File: src/rtl/os_uart_rx_pkg.sv
`timescale 1ns/1ps
package os_uart_rx_pkg;
  typedef enum logic [2:0] {
    ST_WAIT,
    ST_IDLE,
    ST_START,
    ST_DATA,
    ST_PAR,
    ST_STOP
  } rxState_e;

  // strobes from control to datapath, at most one high per cycle
  typedef struct packed {
    logic clear;   // start confirmed: reset accumulators
    logic shift;   // sample a data bit
    logic capPar;  // sample the parity bit
    logic finish;  // sample the stop bit and deliver
  } rxStrobe_t;

  localparam int MIN_BITS = 5;
endpackage

File: src/rtl/os_uart_rx_ctrl.sv
`timescale 1ns/1ps
module os_uart_rx_ctrl
  import os_uart_rx_pkg::*;
#(
  parameter int OVS    = 16,
  parameter int DATA_W = 8
) (
  input  logic      clk,
  input  logic      rstN,
  input  logic      tick,
  input  logic      lineBit,
  input  logic [1:0] charLen,
  input  logic      parOn,
  output rxStrobe_t strobe
);
  localparam int CNT_W = $clog2(OVS);
  localparam int IDX_W = $clog2(DATA_W);
  localparam logic [CNT_W-1:0] MID_LAST = CNT_W'(OVS / 2 - 1);
  localparam logic [CNT_W-1:0] BIT_LAST = CNT_W'(OVS - 1);

  rxState_e         state;
  logic [CNT_W-1:0] cnt;
  logic [IDX_W-1:0] idx;
  logic [IDX_W-1:0] lastIdx;
  logic             midHit;
  logic             bitHit;

  assign lastIdx = IDX_W'(charLen) + IDX_W'(MIN_BITS - 1);
  assign midHit  = tick && (cnt == MID_LAST);
  assign bitHit  = tick && (cnt == BIT_LAST);

  always_comb begin
    strobe        = '0;
    strobe.clear  = (state == ST_START) && midHit && !lineBit;
    strobe.shift  = (state == ST_DATA) && bitHit;
    strobe.capPar = (state == ST_PAR) && bitHit;
    strobe.finish = (state == ST_STOP) && bitHit;
  end

  always_ff @(posedge clk) begin
    if (!rstN) begin
      state <= ST_WAIT;
      cnt   <= '0;
      idx   <= '0;
    end else if (tick) begin
      case (state)
        ST_WAIT: begin
          if (lineBit) state <= ST_IDLE;
        end
        ST_IDLE: begin
          if (!lineBit) begin
            state <= ST_START;
            cnt   <= '0;
          end
        end
        ST_START: begin
          if (cnt == MID_LAST) begin
            cnt   <= '0;
            idx   <= '0;
            state <= lineBit ? ST_IDLE : ST_DATA;
          end else begin
            cnt <= cnt + 1'b1;
          end
        end
        ST_DATA: begin
          if (cnt == BIT_LAST) begin
            cnt <= '0;
            if (idx == lastIdx) state <= parOn ? ST_PAR : ST_STOP;
            else idx <= idx + 1'b1;
          end else begin
            cnt <= cnt + 1'b1;
          end
        end
        ST_PAR: begin
          if (cnt == BIT_LAST) begin
            cnt   <= '0;
            state <= ST_STOP;
          end else begin
            cnt <= cnt + 1'b1;
          end
        end
        ST_STOP: begin
          if (cnt == BIT_LAST) begin
            cnt   <= '0;
            state <= lineBit ? ST_IDLE : ST_WAIT;
          end else begin
            cnt <= cnt + 1'b1;
          end
        end
        default: state <= ST_WAIT;
      endcase
    end
  end
endmodule

File: src/rtl/os_uart_rx_dp.sv
`timescale 1ns/1ps
module os_uart_rx_dp
  import os_uart_rx_pkg::*;
#(
  parameter int DATA_W = 8
) (
  input  logic              clk,
  input  logic              rstN,
  input  logic              lineBit,
  input  rxStrobe_t         strobe,
  input  logic [1:0]        charLen,
  input  logic              parOn,
  input  logic              oddMode,
  output logic              rxValid,
  output logic [DATA_W-1:0] rxData,
  output logic              parityErr,
  output logic              frameErr,
  output logic              breakDet
);
  logic [DATA_W-1:0] shReg;
  logic              onesAcc;
  logic              parBit;
  logic              seenHigh;
  logic [DATA_W-1:0] aligned;
  logic              isBreak;

  assign aligned = shReg >> (DATA_W - (MIN_BITS + int'(charLen)));
  assign isBreak = !seenHigh && !lineBit;

  always_ff @(posedge clk) begin
    if (!rstN) begin
      shReg     <= '0;
      onesAcc   <= 1'b0;
      parBit    <= 1'b0;
      seenHigh  <= 1'b0;
      rxValid   <= 1'b0;
      rxData    <= '0;
      parityErr <= 1'b0;
      frameErr  <= 1'b0;
      breakDet  <= 1'b0;
    end else begin
      rxValid   <= 1'b0;
      parityErr <= 1'b0;
      frameErr  <= 1'b0;
      breakDet  <= 1'b0;
      if (strobe.clear) begin
        shReg    <= '0;
        onesAcc  <= 1'b0;
        parBit   <= 1'b0;
        seenHigh <= 1'b0;
      end
      if (strobe.shift) begin
        shReg    <= {lineBit, shReg[DATA_W-1:1]};
        onesAcc  <= onesAcc ^ lineBit;
        seenHigh <= seenHigh | lineBit;
      end
      if (strobe.capPar) begin
        parBit   <= lineBit;
        seenHigh <= seenHigh | lineBit;
      end
      if (strobe.finish) begin
        rxValid   <= 1'b1;
        rxData    <= isBreak ? '0 : aligned;
        breakDet  <= isBreak;
        frameErr  <= !lineBit && !isBreak;
        parityErr <= !isBreak && parOn && (onesAcc ^ parBit ^ oddMode);
      end
    end
  end
endmodule

File: src/rtl/os_uart_rx.sv
`timescale 1ns/1ps
module os_uart_rx
  import os_uart_rx_pkg::*;
#(
  parameter int OVS    = 16,
  parameter int DATA_W = 8
) (
  input  logic              clk,
  input  logic              rstN,
  input  logic              tick16,
  input  logic              serialIn,
  input  logic              txLoop,
  input  logic              loopEn,
  input  logic [1:0]        charLen,
  input  logic [1:0]        parMode,
  output logic              rxValid,
  output logic [DATA_W-1:0] rxData,
  output logic              parityErr,
  output logic              frameErr,
  output logic              breakDet
);
  logic      lineBit;
  logic      parOn;
  logic      oddMode;
  rxStrobe_t strobe;

  assign lineBit = loopEn ? txLoop : serialIn;
  assign parOn   = (parMode == 2'b01) || (parMode == 2'b10);
  assign oddMode = (parMode == 2'b10);

  os_uart_rx_ctrl #(.OVS(OVS), .DATA_W(DATA_W)) u_ctrl (
    .clk     (clk),
    .rstN    (rstN),
    .tick    (tick16),
    .lineBit (lineBit),
    .charLen (charLen),
    .parOn   (parOn),
    .strobe  (strobe)
  );

  os_uart_rx_dp #(.DATA_W(DATA_W)) u_dp (
    .clk       (clk),
    .rstN      (rstN),
    .lineBit   (lineBit),
    .strobe    (strobe),
    .charLen   (charLen),
    .parOn     (parOn),
    .oddMode   (oddMode),
    .rxValid   (rxValid),
    .rxData    (rxData),
    .parityErr (parityErr),
    .frameErr  (frameErr),
    .breakDet  (breakDet)
  );
endmodule

File: config.mk
export PLATFORM = sky130hd
export DESIGN_NAME = os_uart_rx
export DESIGN_NICKNAME = d
export VERILOG_FILES = /design/src/rtl/os_uart_rx_pkg.sv /design/src/rtl/os_uart_rx_ctrl.sv /design/src/rtl/os_uart_rx_dp.sv /design/src/rtl/os_uart_rx.sv
export SDC_FILE = /design/constraint.sdc
export NUM_CORES = 1
export LEC_CHECK = 0
export ABC_AREA = 1
export BUFFER_PORTS_ARGS = -buffer_cell sky130_fd_sc_hd__buf_4
export CAP_MARGIN = 25
export CELL_PAD_IN_SITES_DETAIL_PLACEMENT = 1
export CELL_PAD_IN_SITES_GLOBAL_PLACEMENT = 1
export CORE_UTILIZATION = 44
export CTS_CLUSTER_SIZE = 8
export DETAILED_ROUTE_END_ITERATION = 10
export HOLD_SLACK_MARGIN = 0.06
export MAX_ROUTING_LAYER = met4
export PLACE_DENSITY = 0.84
export RECOVER_POWER = 50
export SYNTH_ARGS = -nofsm -noshare
export SYNTH_HDL_FRONTEND = slang
export SYNTH_HIERARCHICAL = 1
export SYNTH_SLANG_ARGS = --single-unit
File: constraint.sdc
create_clock -name clk -period 2.7 [get_ports clk]
set_input_delay 0.54 -clock clk [delete_from_list [all_inputs] [get_ports clk]]
set_output_delay 0.54 -clock clk [all_outputs]
set_load 0.03 [all_outputs]
==> impl_metrics.ini <==
[worst_hold_path]
hold_path_depth = 2
min_to = u_dp/rxData[2]
hold_class = flop to flop
worstHoldStart = u_dp/rxData[2]

[cts]
cts_tree = yes
clockBufferDepth = 2
cts_buffers = 5
path_clk_slew_ns = 0.07
clock_sinks = 33
cts_resized = 0
clk_latency_ns = 0.29
postCtsSetupBuffers = 0
cts-root-buf = clkbuf_8
htreeDepth = 2
holdBufCountCts = 0

[floorplan]
die_x_um = 67.1
die_h_um = 67.1
io_pins = 22
initial_utilization_pct = 46.3
core_region_area_um2 = 4030
rows = 23
dieArea_um2 = 4500

[sta]
fin_crit_ns = 1.76
finalClockSkew_ns = 0.0104
fmax_mhz = 569
hold_ws_ns = 0.465
rsz0062_at_grt = no
tns_ns = 0
drv_slew = 0
finalHoldViolCount = 0
fin_crit_sh_pct = 65.1
finalSetupViolations = 0
worstMarginPinSlew_ns = 0.504
maxSlewHeadroom_pct = 66.1

[cells_and_area]
regArea_um2 = 661
nFillCells = 571
syn_to_final_growth_pct = 12.4
final_area_um2 = 2100
antenna_cells = 0
multi_input_area_um2 = 1000
nets = 320
drive_gt1_share_pct = 12.7

[worst_setup_path]
cp_top_family = simple AND/OR/NAND/NOR gates
cp_slowest_stage_delay_ns = 0.46
ff2ff_setup_slack_ns = 0.94
cp-end-kind = flop
cp_max_fo = 9
slowest_stage = nor4_1
critPathArrivalTime_ns = 1.92
reg2reg_to = u_dp/onesAcc
start_kind = flop
critPathRequiredTime_ns = 2.86
critical_path_buf_inv_count = 0
r2r_start = u_ctrl/cnt[0]
r2r_cells = 6
setup.worst_path.class = flop to flop
path_cells = ha_1, nand3_1, nor4_1, nor2_2, nand2_1, a21oi_1

[power]
p_per_area_nw_per_um2 = 767
peakVddDrop_mv = 0.468
leakage_nw = 0.920

[yosys]
synthMostInstantiatedCell = nand2_1
syn_inst = 284
syn_area_um2 = 1870
yosysTopAreaCellShare_pct = 35.4
syn_avg_cell_area_um2 = 6.57
synth_seq_cells = 33
ys_seq_area_share_pct = 35.4
synth-edff-count = 0
syn-num-nets = 297
yosysWarnings = 6
synth_area_leaders = dfxtp_1 (35%), nand2_1 (19%), nand3_1 (6.7%)
yosys-top-cells-count = nand2_1 (93), dfxtp_1 (33), nor2_1 (33)
async_flop_share_pct = 0
synth_cell_types = 28
yosys_most_used_dff = dfxtp_1
yosysTopAreaCell = dfxtp_1

[grt]
grt_max_degree = 19
met3_usage_pct = 4.62
grt_overflow = 0
use_met1_pct = 26.3
grt.met2_usage_pct = 38.4
antenna_found_initial = 0
grt_use_total_pct = 22.8
grt_first_pass_wirelength_um = 7420
grt-busiest-layer = met2
grt_pass1_vias = 1703

[route]
wl_um = 4370
first_iter_violations = 59
postRouteAntennaNets = 0
num_vias = 1790
firstDrtPassIters = 4
wire_per_inst_um = 12.2
drc_errors = 0
viasPerCell = 5.00

[placed_design]
portBuffers = 21
gp_congestion = 0.846
placed_area_um2 = 2040
hpwlAfterDp_um = 3310

[run]
max_cap_violations = 0

[outcome]
status = completed
-- state kept, by name, indices dropped and copies added (netlist names) --
register and flops:
u_dp/breakDet 1, u_dp/onesAcc 1, u_dp/frameErr 1, u_dp/parityErr 1
u_dp/rxData 8, u_ctrl/state 3, u_dp/seenHigh 1, u_ctrl/cnt 4
u_dp/parBit 1, u_dp/rxValid 1, u_dp/shReg 8, u_ctrl/idx 3
-- placed cells by master (no fill, tap or decap), drive strengths merged --
master,netlist,layout
buf,5,10
clkbuf,1,19
nor2,42,42
bufinv,0,1
nor3,3,3
inv,36,36
nand2,97,97
o21bai,1,1
dfxtp,33,33
ha,3,3
xnor2,1,1
xor2,3,3
a22oi,1,1
a21oi,19,19
or2,1,1
o21ai,4,4
nor4,1,1
nand3,27,27
nand4,6,6
-- layout make-up --
class,count,area share [%]
tap,50,2.98
clock buffer,7,4.12
inverter,36,6.56
timing repair buffer,22,5.73
sequential,33,31.5
multi-input combinational,209,47.7
clock inverter,1,1.43
-- through the flow --
step	cells	util, %	setup WS, ns	total power [mW]
after floorplan	284	-	1.06	1.06
after global placement	350	50.5	0.802	1.15
after detailed placement	350	50.5	0.737	1.16
after CTS	358	53.4	0.925	1.65
after global routing	358	52.0	0.740	1.74
final	358	52.0	0.943	1.61
-- worst register-to-register path, stage by stage (launching register included) --
cell and delay, ns:
dfxtp_1 0.38, ha_1 0.28, nand3_1 0.14, nor4_1 0.46, nor2_2 0.19, nand2_1 0.10
a21oi_1 0.07
-- where the power goes --
part           internal (mW)  switching (mW)
Clock                  0.301           0.182
Sequential             0.538          0.0737
Combinational          0.171           0.343
Total                   1.01           0.600
-- per-layer routing --
layer	vias to the layer above	share of wire, %
met2	14	49
met5	-	0
met3	6	2.2
met4	0	1.5
met1	834	47
li1	936	-
-- worst max-delay path by stage --
stage / startpoint / to / slack, ns / cells after the start
after detailed placement: loopEn / u_dp/onesAcc / 0.74 / 7
after floorplan: loopEn / u_dp/onesAcc / 1.06 / 7
final: u_ctrl/cnt[0] / u_dp/onesAcc / 0.94 / 6
after global placement: loopEn / u_dp/onesAcc / 0.80 / 7
after global routing: u_ctrl/cnt[0] / u_ctrl/state[0] / 0.74 / 9
after CTS: u_ctrl/cnt[0] / u_dp/rxData[6] / 0.93 / 7
-- cells by family (layout without fill, tap and decap cells) --
kind of cell	Yosys count	in the layout	synth area share, %
compound gates	25	25	7.38
xor+xnor	4	4	1.88
fa+ha+maj	3	3	2.01
buf+inv	42	66	10.5
flops	33	33	35.4
simple gates	177	177	42.9
Power figures use the tool's default switching activity.
